**config.mk**
```make
export PLATFORM = sky130hd
export DESIGN_NAME = lane_fifo_pair
export DESIGN_NICKNAME = d
export VERILOG_FILES = /design/src/rtl/lane_fifo_pkg.sv /design/src/rtl/lane_fifo_ctrl.sv /design/src/rtl/lane_fifo_store.sv /design/src/rtl/lane_fifo_flags.sv /design/src/rtl/lane_fifo_pair.sv
export SDC_FILE = /design/constraint.sdc
export NUM_CORES = 1
export LEC_CHECK = 0
export BUFFER_PORTS_ARGS = -buffer_cell sky130_fd_sc_hd__clkbuf_2
export CORE_UTILIZATION = 60
export CTS_CLUSTER_DIAMETER = 200
export DETAILED_ROUTE_END_ITERATION = 10
export HOLD_SLACK_MARGIN = 0.06
export PLACE_DENSITY = 0.84
export SLEW_MARGIN = 20
export SYNTH_ARGS = -nofsm -noshare
export SYNTH_HDL_FRONTEND = slang
export SYNTH_SLANG_ARGS = --single-unit
```
**constraint.sdc**
```tcl
create_clock -name clk -period 6.95 [get_ports clk]
set_input_delay 0.695 -clock clk [delete_from_list [all_inputs] [get_ports clk]]
set_output_delay 0.695 -clock clk [all_outputs]
set_load 0.02 [all_outputs]
```
**src/rtl/lane_fifo_pkg.sv**
```systemverilog
// Shared types and flag bit positions for the lane FIFO pair.
package lane_fifo_pkg;

    // Effective storage arrangement after normalising the configuration input.
    typedef enum logic [1:0] {
        ARR_SPLIT = 2'b00,
        ARR_TX8   = 2'b01,
        ARR_RX8   = 2'b10
    } arrange_e;

    localparam int FLG_TX_OVER  = 0;
    localparam int FLG_RX_UNDER = 1;
    localparam int FLG_TX_STALL = 2;
    localparam int FLG_RX_STALL = 3;
    localparam int FLG_COUNT    = 4;

    // Map the raw two-bit setting onto an arrangement; 2'b11 counts as split.
    function automatic arrange_e decode_join(input logic [1:0] cfg);
        case (cfg)
            2'b01:   return ARR_TX8;
            2'b10:   return ARR_RX8;
            default: return ARR_SPLIT;
        endcase
    endfunction

endpackage

```
**src/rtl/lane_fifo_ctrl.sv**
```systemverilog
// Pointer and level bookkeeping for one queue inside a shared slot array.
// Assumes: cap is 0, DEPTH or 2*DEPTH and changes only together with flush;
// base + cap never exceeds the number of slots.
module lane_fifo_ctrl #(
    parameter int SLOTS = 8,
    parameter int IDX_W = $clog2(SLOTS),
    parameter int LVL_W = $clog2(SLOTS + 1)
) (
    input  logic             clk,
    input  logic             rst_n,
    input  logic             flush,
    input  logic [LVL_W-1:0] cap,
    input  logic [IDX_W-1:0] base,
    input  logic             push_req,
    input  logic             pop_req,
    output logic             push_ok,
    output logic             pop_ok,
    output logic             full,
    output logic             empty,
    output logic [LVL_W-1:0] level,
    output logic [IDX_W-1:0] wr_idx,
    output logic [IDX_W-1:0] rd_idx
);

    logic [IDX_W-1:0] wr_ptr;
    logic [IDX_W-1:0] rd_ptr;
    logic [LVL_W-1:0] cnt;

    // Advance a pointer, wrapping at the current capacity.
    function automatic logic [IDX_W-1:0] bump(input logic [IDX_W-1:0] p,
                                               input logic [LVL_W-1:0] c);
        if ((LVL_W'(p) + LVL_W'(1)) == c)
            return '0;
        else
            return p + IDX_W'(1);
    endfunction

    // Status and acceptance, all from the current state.
    always_comb begin
        full    = (cnt == cap);
        empty   = (cnt == '0);
        push_ok = push_req && !full && !flush;
        pop_ok  = pop_req && !empty && !flush;
        level   = cnt;
        wr_idx  = base + wr_ptr;
        rd_idx  = base + rd_ptr;
    end

    // Pointer and count update; flush empties the queue.
    always_ff @(posedge clk) begin
        if (!rst_n || flush) begin
            wr_ptr <= '0;
            rd_ptr <= '0;
            cnt    <= '0;
        end else begin
            if (push_ok)
                wr_ptr <= bump(wr_ptr, cap);
            if (pop_ok)
                rd_ptr <= bump(rd_ptr, cap);
            case ({push_ok, pop_ok})
                2'b10:   cnt <= cnt + LVL_W'(1);
                2'b01:   cnt <= cnt - LVL_W'(1);
                default: cnt <= cnt;
            endcase
        end
    end

endmodule

```
**src/rtl/lane_fifo_store.sv**
```systemverilog
// Shared word storage with two write ports and two combinational read ports.
// Assumes: the two write ports never target the same slot in one cycle.
module lane_fifo_store #(
    parameter int DATA_W = 32,
    parameter int SLOTS  = 8,
    parameter int IDX_W  = $clog2(SLOTS)
) (
    input  logic              clk,
    input  logic              rst_n,
    input  logic              we_a,
    input  logic [IDX_W-1:0]  idx_a,
    input  logic [DATA_W-1:0] d_a,
    input  logic              we_b,
    input  logic [IDX_W-1:0]  idx_b,
    input  logic [DATA_W-1:0] d_b,
    input  logic [IDX_W-1:0]  ridx_a,
    input  logic [IDX_W-1:0]  ridx_b,
    output logic [DATA_W-1:0] q_a,
    output logic [DATA_W-1:0] q_b
);

    logic [DATA_W-1:0] slot [SLOTS];

    for (genvar i = 0; i < SLOTS; i++) begin : g_slot
        // Capture a word into this slot from whichever port addresses it.
        always_ff @(posedge clk) begin
            if (!rst_n)
                slot[i] <= '0;
            else if (we_a && (idx_a == IDX_W'(i)))
                slot[i] <= d_a;
            else if (we_b && (idx_b == IDX_W'(i)))
                slot[i] <= d_b;
        end
    end

    // Head words for both queues.
    always_comb begin
        q_a = slot[ridx_a];
        q_b = slot[ridx_b];
    end

endmodule

```
**src/rtl/lane_fifo_flags.sv**
```systemverilog
// Sticky debug flags with write-1-to-clear; a set in the same cycle wins.
module lane_fifo_flags #(
    parameter int N = 4
) (
    input  logic         clk,
    input  logic         rst_n,
    input  logic [N-1:0] set_v,
    input  logic [N-1:0] clr_v,
    output logic [N-1:0] flags
);

    // Hold each flag until cleared, unless it is set again in the same cycle.
    always_ff @(posedge clk) begin
        if (!rst_n)
            flags <= '0;
        else
            flags <= (flags & ~clr_v) | set_v;
    end

endmodule

```
**src/rtl/lane_fifo_pair.sv**
```systemverilog
// Transmit/receive queue pair for one execution lane, with optional joining
// of both storage halves into one direction. Misuse leaves queue state
// untouched and only raises sticky flags.
// Assumes: single clock; system and engine strobes are single-cycle requests.
module lane_fifo_pair
    import lane_fifo_pkg::*;
#(
    parameter int DATA_W = 32,
    parameter int DEPTH  = 4,
    parameter int SLOTS  = 2 * DEPTH,
    parameter int IDX_W  = $clog2(SLOTS),
    parameter int LVL_W  = $clog2(SLOTS + 1)
) (
    input  logic              clk,
    input  logic              rst_n,
    input  logic [1:0]        join_cfg,
    input  logic              sys_tx_wr,
    input  logic [DATA_W-1:0] sys_tx_wdata,
    input  logic              sys_rx_rd,
    output logic [DATA_W-1:0] sys_rx_rdata,
    input  logic              eng_pull,
    input  logic              eng_pull_blk,
    output logic [DATA_W-1:0] eng_pull_data,
    output logic              eng_pull_valid,
    input  logic              eng_push,
    input  logic              eng_push_blk,
    input  logic [DATA_W-1:0] eng_push_data,
    output logic              eng_push_acc,
    output logic              eng_stall,
    output logic              tx_full,
    output logic              tx_empty,
    output logic              rx_full,
    output logic              rx_empty,
    output logic [LVL_W-1:0]  tx_level,
    output logic [LVL_W-1:0]  rx_level,
    output logic              irq_rx_nempty,
    output logic              irq_tx_nfull,
    input  logic [3:0]        dbg_clr,
    output logic [3:0]        dbg_flags
);

    localparam logic [LVL_W-1:0] CAP_HALF = LVL_W'(DEPTH);
    localparam logic [LVL_W-1:0] CAP_ALL  = LVL_W'(SLOTS);
    localparam logic [IDX_W-1:0] RX_BASE  = IDX_W'(DEPTH);

    arrange_e          arr_q;
    arrange_e          arr_req;
    logic              flush;
    logic [LVL_W-1:0]  tx_cap, rx_cap;
    logic [IDX_W-1:0]  rx_base;
    logic              tx_push_ok, tx_pop_ok, rx_push_ok, rx_pop_ok;
    logic [IDX_W-1:0]  tx_wr_idx, tx_rd_idx, rx_wr_idx, rx_rd_idx;
    logic [FLG_COUNT-1:0] flag_set;

    // Detect a change of arrangement; that cycle becomes a flush.
    always_comb begin
        arr_req = decode_join(join_cfg);
        flush   = (arr_req != arr_q);
    end

    // Remember the arrangement in force.
    always_ff @(posedge clk) begin
        if (!rst_n)
            arr_q <= ARR_SPLIT;
        else
            arr_q <= arr_req;
    end

    // Split the slot array between the two queues.
    always_comb begin
        case (arr_q)
            ARR_TX8: begin
                tx_cap  = CAP_ALL;
                rx_cap  = '0;
                rx_base = '0;
            end
            ARR_RX8: begin
                tx_cap  = '0;
                rx_cap  = CAP_ALL;
                rx_base = '0;
            end
            default: begin
                tx_cap  = CAP_HALF;
                rx_cap  = CAP_HALF;
                rx_base = RX_BASE;
            end
        endcase
    end

    lane_fifo_ctrl #(.SLOTS(SLOTS), .IDX_W(IDX_W), .LVL_W(LVL_W)) u_tx_ctrl (
        .clk      (clk),
        .rst_n    (rst_n),
        .flush    (flush),
        .cap      (tx_cap),
        .base     ('0),
        .push_req (sys_tx_wr),
        .pop_req  (eng_pull),
        .push_ok  (tx_push_ok),
        .pop_ok   (tx_pop_ok),
        .full     (tx_full),
        .empty    (tx_empty),
        .level    (tx_level),
        .wr_idx   (tx_wr_idx),
        .rd_idx   (tx_rd_idx)
    );

    lane_fifo_ctrl #(.SLOTS(SLOTS), .IDX_W(IDX_W), .LVL_W(LVL_W)) u_rx_ctrl (
        .clk      (clk),
        .rst_n    (rst_n),
        .flush    (flush),
        .cap      (rx_cap),
        .base     (rx_base),
        .push_req (eng_push),
        .pop_req  (sys_rx_rd),
        .push_ok  (rx_push_ok),
        .pop_ok   (rx_pop_ok),
        .full     (rx_full),
        .empty    (rx_empty),
        .level    (rx_level),
        .wr_idx   (rx_wr_idx),
        .rd_idx   (rx_rd_idx)
    );

    lane_fifo_store #(.DATA_W(DATA_W), .SLOTS(SLOTS), .IDX_W(IDX_W)) u_store (
        .clk    (clk),
        .rst_n  (rst_n),
        .we_a   (tx_push_ok),
        .idx_a  (tx_wr_idx),
        .d_a    (sys_tx_wdata),
        .we_b   (rx_push_ok),
        .idx_b  (rx_wr_idx),
        .d_b    (eng_push_data),
        .ridx_a (tx_rd_idx),
        .ridx_b (rx_rd_idx),
        .q_a    (eng_pull_data),
        .q_b    (sys_rx_rdata)
    );

    // Engine handshake and raw interrupt conditions.
    always_comb begin
        eng_pull_valid = tx_pop_ok;
        eng_push_acc   = rx_push_ok;
        eng_stall      = (eng_pull && eng_pull_blk && !tx_pop_ok)
                       || (eng_push && eng_push_blk && !rx_push_ok);
        irq_rx_nempty  = !rx_empty;
        irq_tx_nfull   = !tx_full;
    end

    // Misuse events that feed the sticky flags; none fire during a flush.
    always_comb begin
        flag_set               = '0;
        flag_set[FLG_TX_OVER]  = sys_tx_wr && tx_full && !flush;
        flag_set[FLG_RX_UNDER] = sys_rx_rd && rx_empty && !flush;
        flag_set[FLG_TX_STALL] = eng_pull && eng_pull_blk && tx_empty && !flush;
        flag_set[FLG_RX_STALL] = eng_push && rx_full && !flush;
    end

    lane_fifo_flags #(.N(FLG_COUNT)) u_flags (
        .clk   (clk),
        .rst_n (rst_n),
        .set_v (flag_set),
        .clr_v (dbg_clr),
        .flags (dbg_flags)
    );

    // rx_pop_ok is used only through the controller; keep it visible here.
    logic unused_rx_pop;
    assign unused_rx_pop = rx_pop_ok;

endmodule

```
==> flow_summary.toml <==
[timing]
finalMaxSlewViolations = 0
skew_ns = 0.00725
max-slew-margin-rel = 0.226
tns_ns = 0
period_share = 0.575
max_slew.worst_pin.slew_ns = 1.16
post-route-min-period_ns = 4.00
setup_viol = 0
hold_violations = 0
hold_ws_ns = 0.373
rsz0062_at_grt = "false"
fmax_mhz = 250

[die]
die_y_um = 171
dieWidth_um = 171
die_area_um2 = 29400
rows = 61
core_area_um2 = 28000
start_util = 0.615
io_pins = 163

[clock_network]
worstSkewPairLatency_ns = 0.56
clock_sinks = 285
cts_buffers = 30
root_buffer = "clkbuf_16"
post-cts-setup-buffer-count = 0
cts_buffer_depth = 3
cts-htree-levels = 1
cts_hold_buf = 0
tritoncts = "built"
post_cts_resize_count = 0
clk_pin_slew_ns = 0.06

[detailed_routing]
wl_met2_um = 23300
wl_per_cell_um = 26.2
dr_wl_met3_um = 5650
drt-met1-wl_um = 16900
routed_wl_um = 48200
ant_nets = 0
post-route-drc-count = 0
routed.top_layer = "met4"
viasPerCell = 7.12
drt_pass1_iterations = 6
vias = 13100
drt_iter0_markers = 2048

[finish]
fin_nets = 1533
final_util = 0.679
layout_commonest_cell = "edfxtp_1"
drive_above_1_share = 0.342
final_cell_mix = "edfxtp_1 (256), clkbuf_2 (162), nand2_1 (149), mux4_2 (128), a21oi_1 (112)"
fin_area_um2 = 19000
fill_cells = 1888
area_growth_pct = 10.3

[global_route]
grt_usage = 0.330
antenna_found_initial = 3
grt_max_degree = 66
grt_first_pass_wirelength_um = 72900
first_global_vias = 13100
grt_overflow_total = 0

[synthesis]
ys_warn_count = 0
synthTopCellsByArea = "edfxtp_1 (45%), mux4_2 (17%), a22o_1 (4.9%)"
synth_nets = 1502
yosys_register_bits = 285
syn_avg_cell_area_um2 = 12.3
synth_top_area_share = 0.446
synth_cell_types = 55
async_flop_share = 0
yosys.area.top_type = "edfxtp_1"
synth_area_um2 = 17200
yosysSeqAreaShare = 0.480
synthCells = 1404
synth-edff-count = 256
ys.flop_type = "edfxtp_1"

[place]
dpl_cell_area_um2 = 18000
place.port_buffers = 162
dp_hpwl_um = 28100
place.gp.congestion = 0.830

[critical_path]
timing.rr.start = "arr_q[0]"
crit_type = "flip-flop to primary output"
cpPeakStageDelay_ns = 0.91
endpoint_kind = "primary output"
worstSetupStartpoint = "arr_q[0]"
critPathMaxFanout = 32
cp.required_ns = 6.25
cpMaxStageDelayCell = "or2_2"
critPathTopFamily = "simple AND/OR/NAND/NOR gates"
worstPathBufferInverterCount = 2
cp_cell_sequence = "inv_1 > ha_1 > nor2b_1 > or2_2 > mux2_2 > clkbuf_2"
worstPathArrival_ns = 3.30
critPathLaunchType = "flip-flop"

[min_path]
hold_start = "join_cfg[0]"
hp-class = "primary input to flip-flop"

[power]
p_per_area_nw_per_um2 = 217
ir_drop_uv = 171
p_leak_nw = 6.51

[run]
drv_cap = 0

[status]
status = "completed"
==> per-layer routing <==
metal	global-route usage	vias up
met1	0.418	6393
met4	0.162	0
li1	-	5489
met3	0.0711	181
met5	0	-
met2	0.541	1046
==> synth_stat cells, types with 3 or more instances <==
cell type,n
a21oi_1,112
a22o_1,96
a22o_2,29
and3_1,6
and3b_1,4
buf_1,43
buf_2,35
buf_6,6
clkbuf_1,108
dfxtp_1,29
edfxtp_1,256
ha_1,20
inv_1,17
mux2_2,64
mux2i_1,4
mux4_2,128
nand2_1,149
nand2b_1,3
nand3_1,110
nand3b_1,3
nand4_1,5
nor2_1,26
nor2b_1,7
nor3_1,3
nor3b_1,4
nor4_2,3
o21ai_0,38
o21ai_1,4
o2bb2ai_1,3
or3_1,8
or3b_1,14
or3b_2,18
xnor2_1,11
xor2_1,12
==> layout make-up <==
class | instances | area [um2] | share of cell area
Multi-Input combinational cell | 909 | 8140 | 0.428
Clock buffer | 36 | 795 | 0.0418
Tap cell | 378 | 473 | 0.0249
Sequential cell | 285 | 8280 | 0.436
Clock inverter | 20 | 210 | 0.0111
Antenna cell | 4 | 10.0 | 0.000527
Timing Repair Buffer | 191 | 1030 | 0.0541
Inverter | 18 | 68.8 | 0.00362
==> power by group <==
group	internal, W	switching [W]	total, W
combinational	0.000197	0.000301	0.000498
clock	0.000963	0.000676	0.00164
sequential	0.00195	0.0000449	0.00199
==> registers in the layout (all words and copies together) (netlist names), named ones only <==
name              count
u_tx_ctrl.wr_ptr      3
u_tx_ctrl.rd_ptr      3
u_rx_ctrl.rd_ptr      3
u_store.slot        256
u_rx_ctrl.level       4
u_rx_ctrl.wr_ptr      3
u_flags.flags         4
u_tx_ctrl.level       4
arr_q                 2
==> path summary, 6_finish.rpt <==
| kind | end | slack [ns] | depth (start not counted) |
|---|---|---|---|
| worst max register to register | u_store.slot[6][17] | 3.26 | 9 |
| worst min register to register | u_flags.flags[3] | 0.48 | 2 |
| worst max-delay path | sys_rx_rdata[7] | 2.95 | 6 |
| worst min-delay path | arr_q[1] | 0.37 | 2 |
==> worst register-to-register path, cell delays in order (launching register included) <==
cell and delay (ns):
dfxtp_1 0.40, inv_1 0.07, ha_1 0.45, xnor2_1 0.19, nand3_1 0.26, inv_1 0.26
nor4_4 0.29, buf_4 0.42, or3_1 0.58, buf_4 0.44
==> stage by stage <==
step	worst slack, ns	cells	total power (W)
after floorplan	0.943	1404	0.00236
after global placement	3.31	1781	0.00249
after detailed placement	3.20	1781	0.00252
after CTS	2.97	1837	0.00412
after global routing	2.84	1839	0.00422
final	2.95	1841	0.00413
==> kinds of logic (layout without fill, tap and decap cells) <==
| group | Yosys count | after routing | synth area share |
|---|---|---|---|
| AND/OR/NAND/NOR | 373 | 373 | 0.110 |
| AO/OA/AOI/OAI | 297 | 297 | 0.122 |
| flip-flops | 285 | 285 | 0.480 |
| buffers and inverters | 210 | 265 | 0.0509 |
| multiplexers | 196 | 196 | 0.211 |
| XOR/XNOR | 23 | 23 | 0.0117 |
| adder cells (fa/ha/maj) | 20 | 20 | 0.0145 |
| other | 0 | 4 | 0 |
Power figures use the tool's default switching activity.
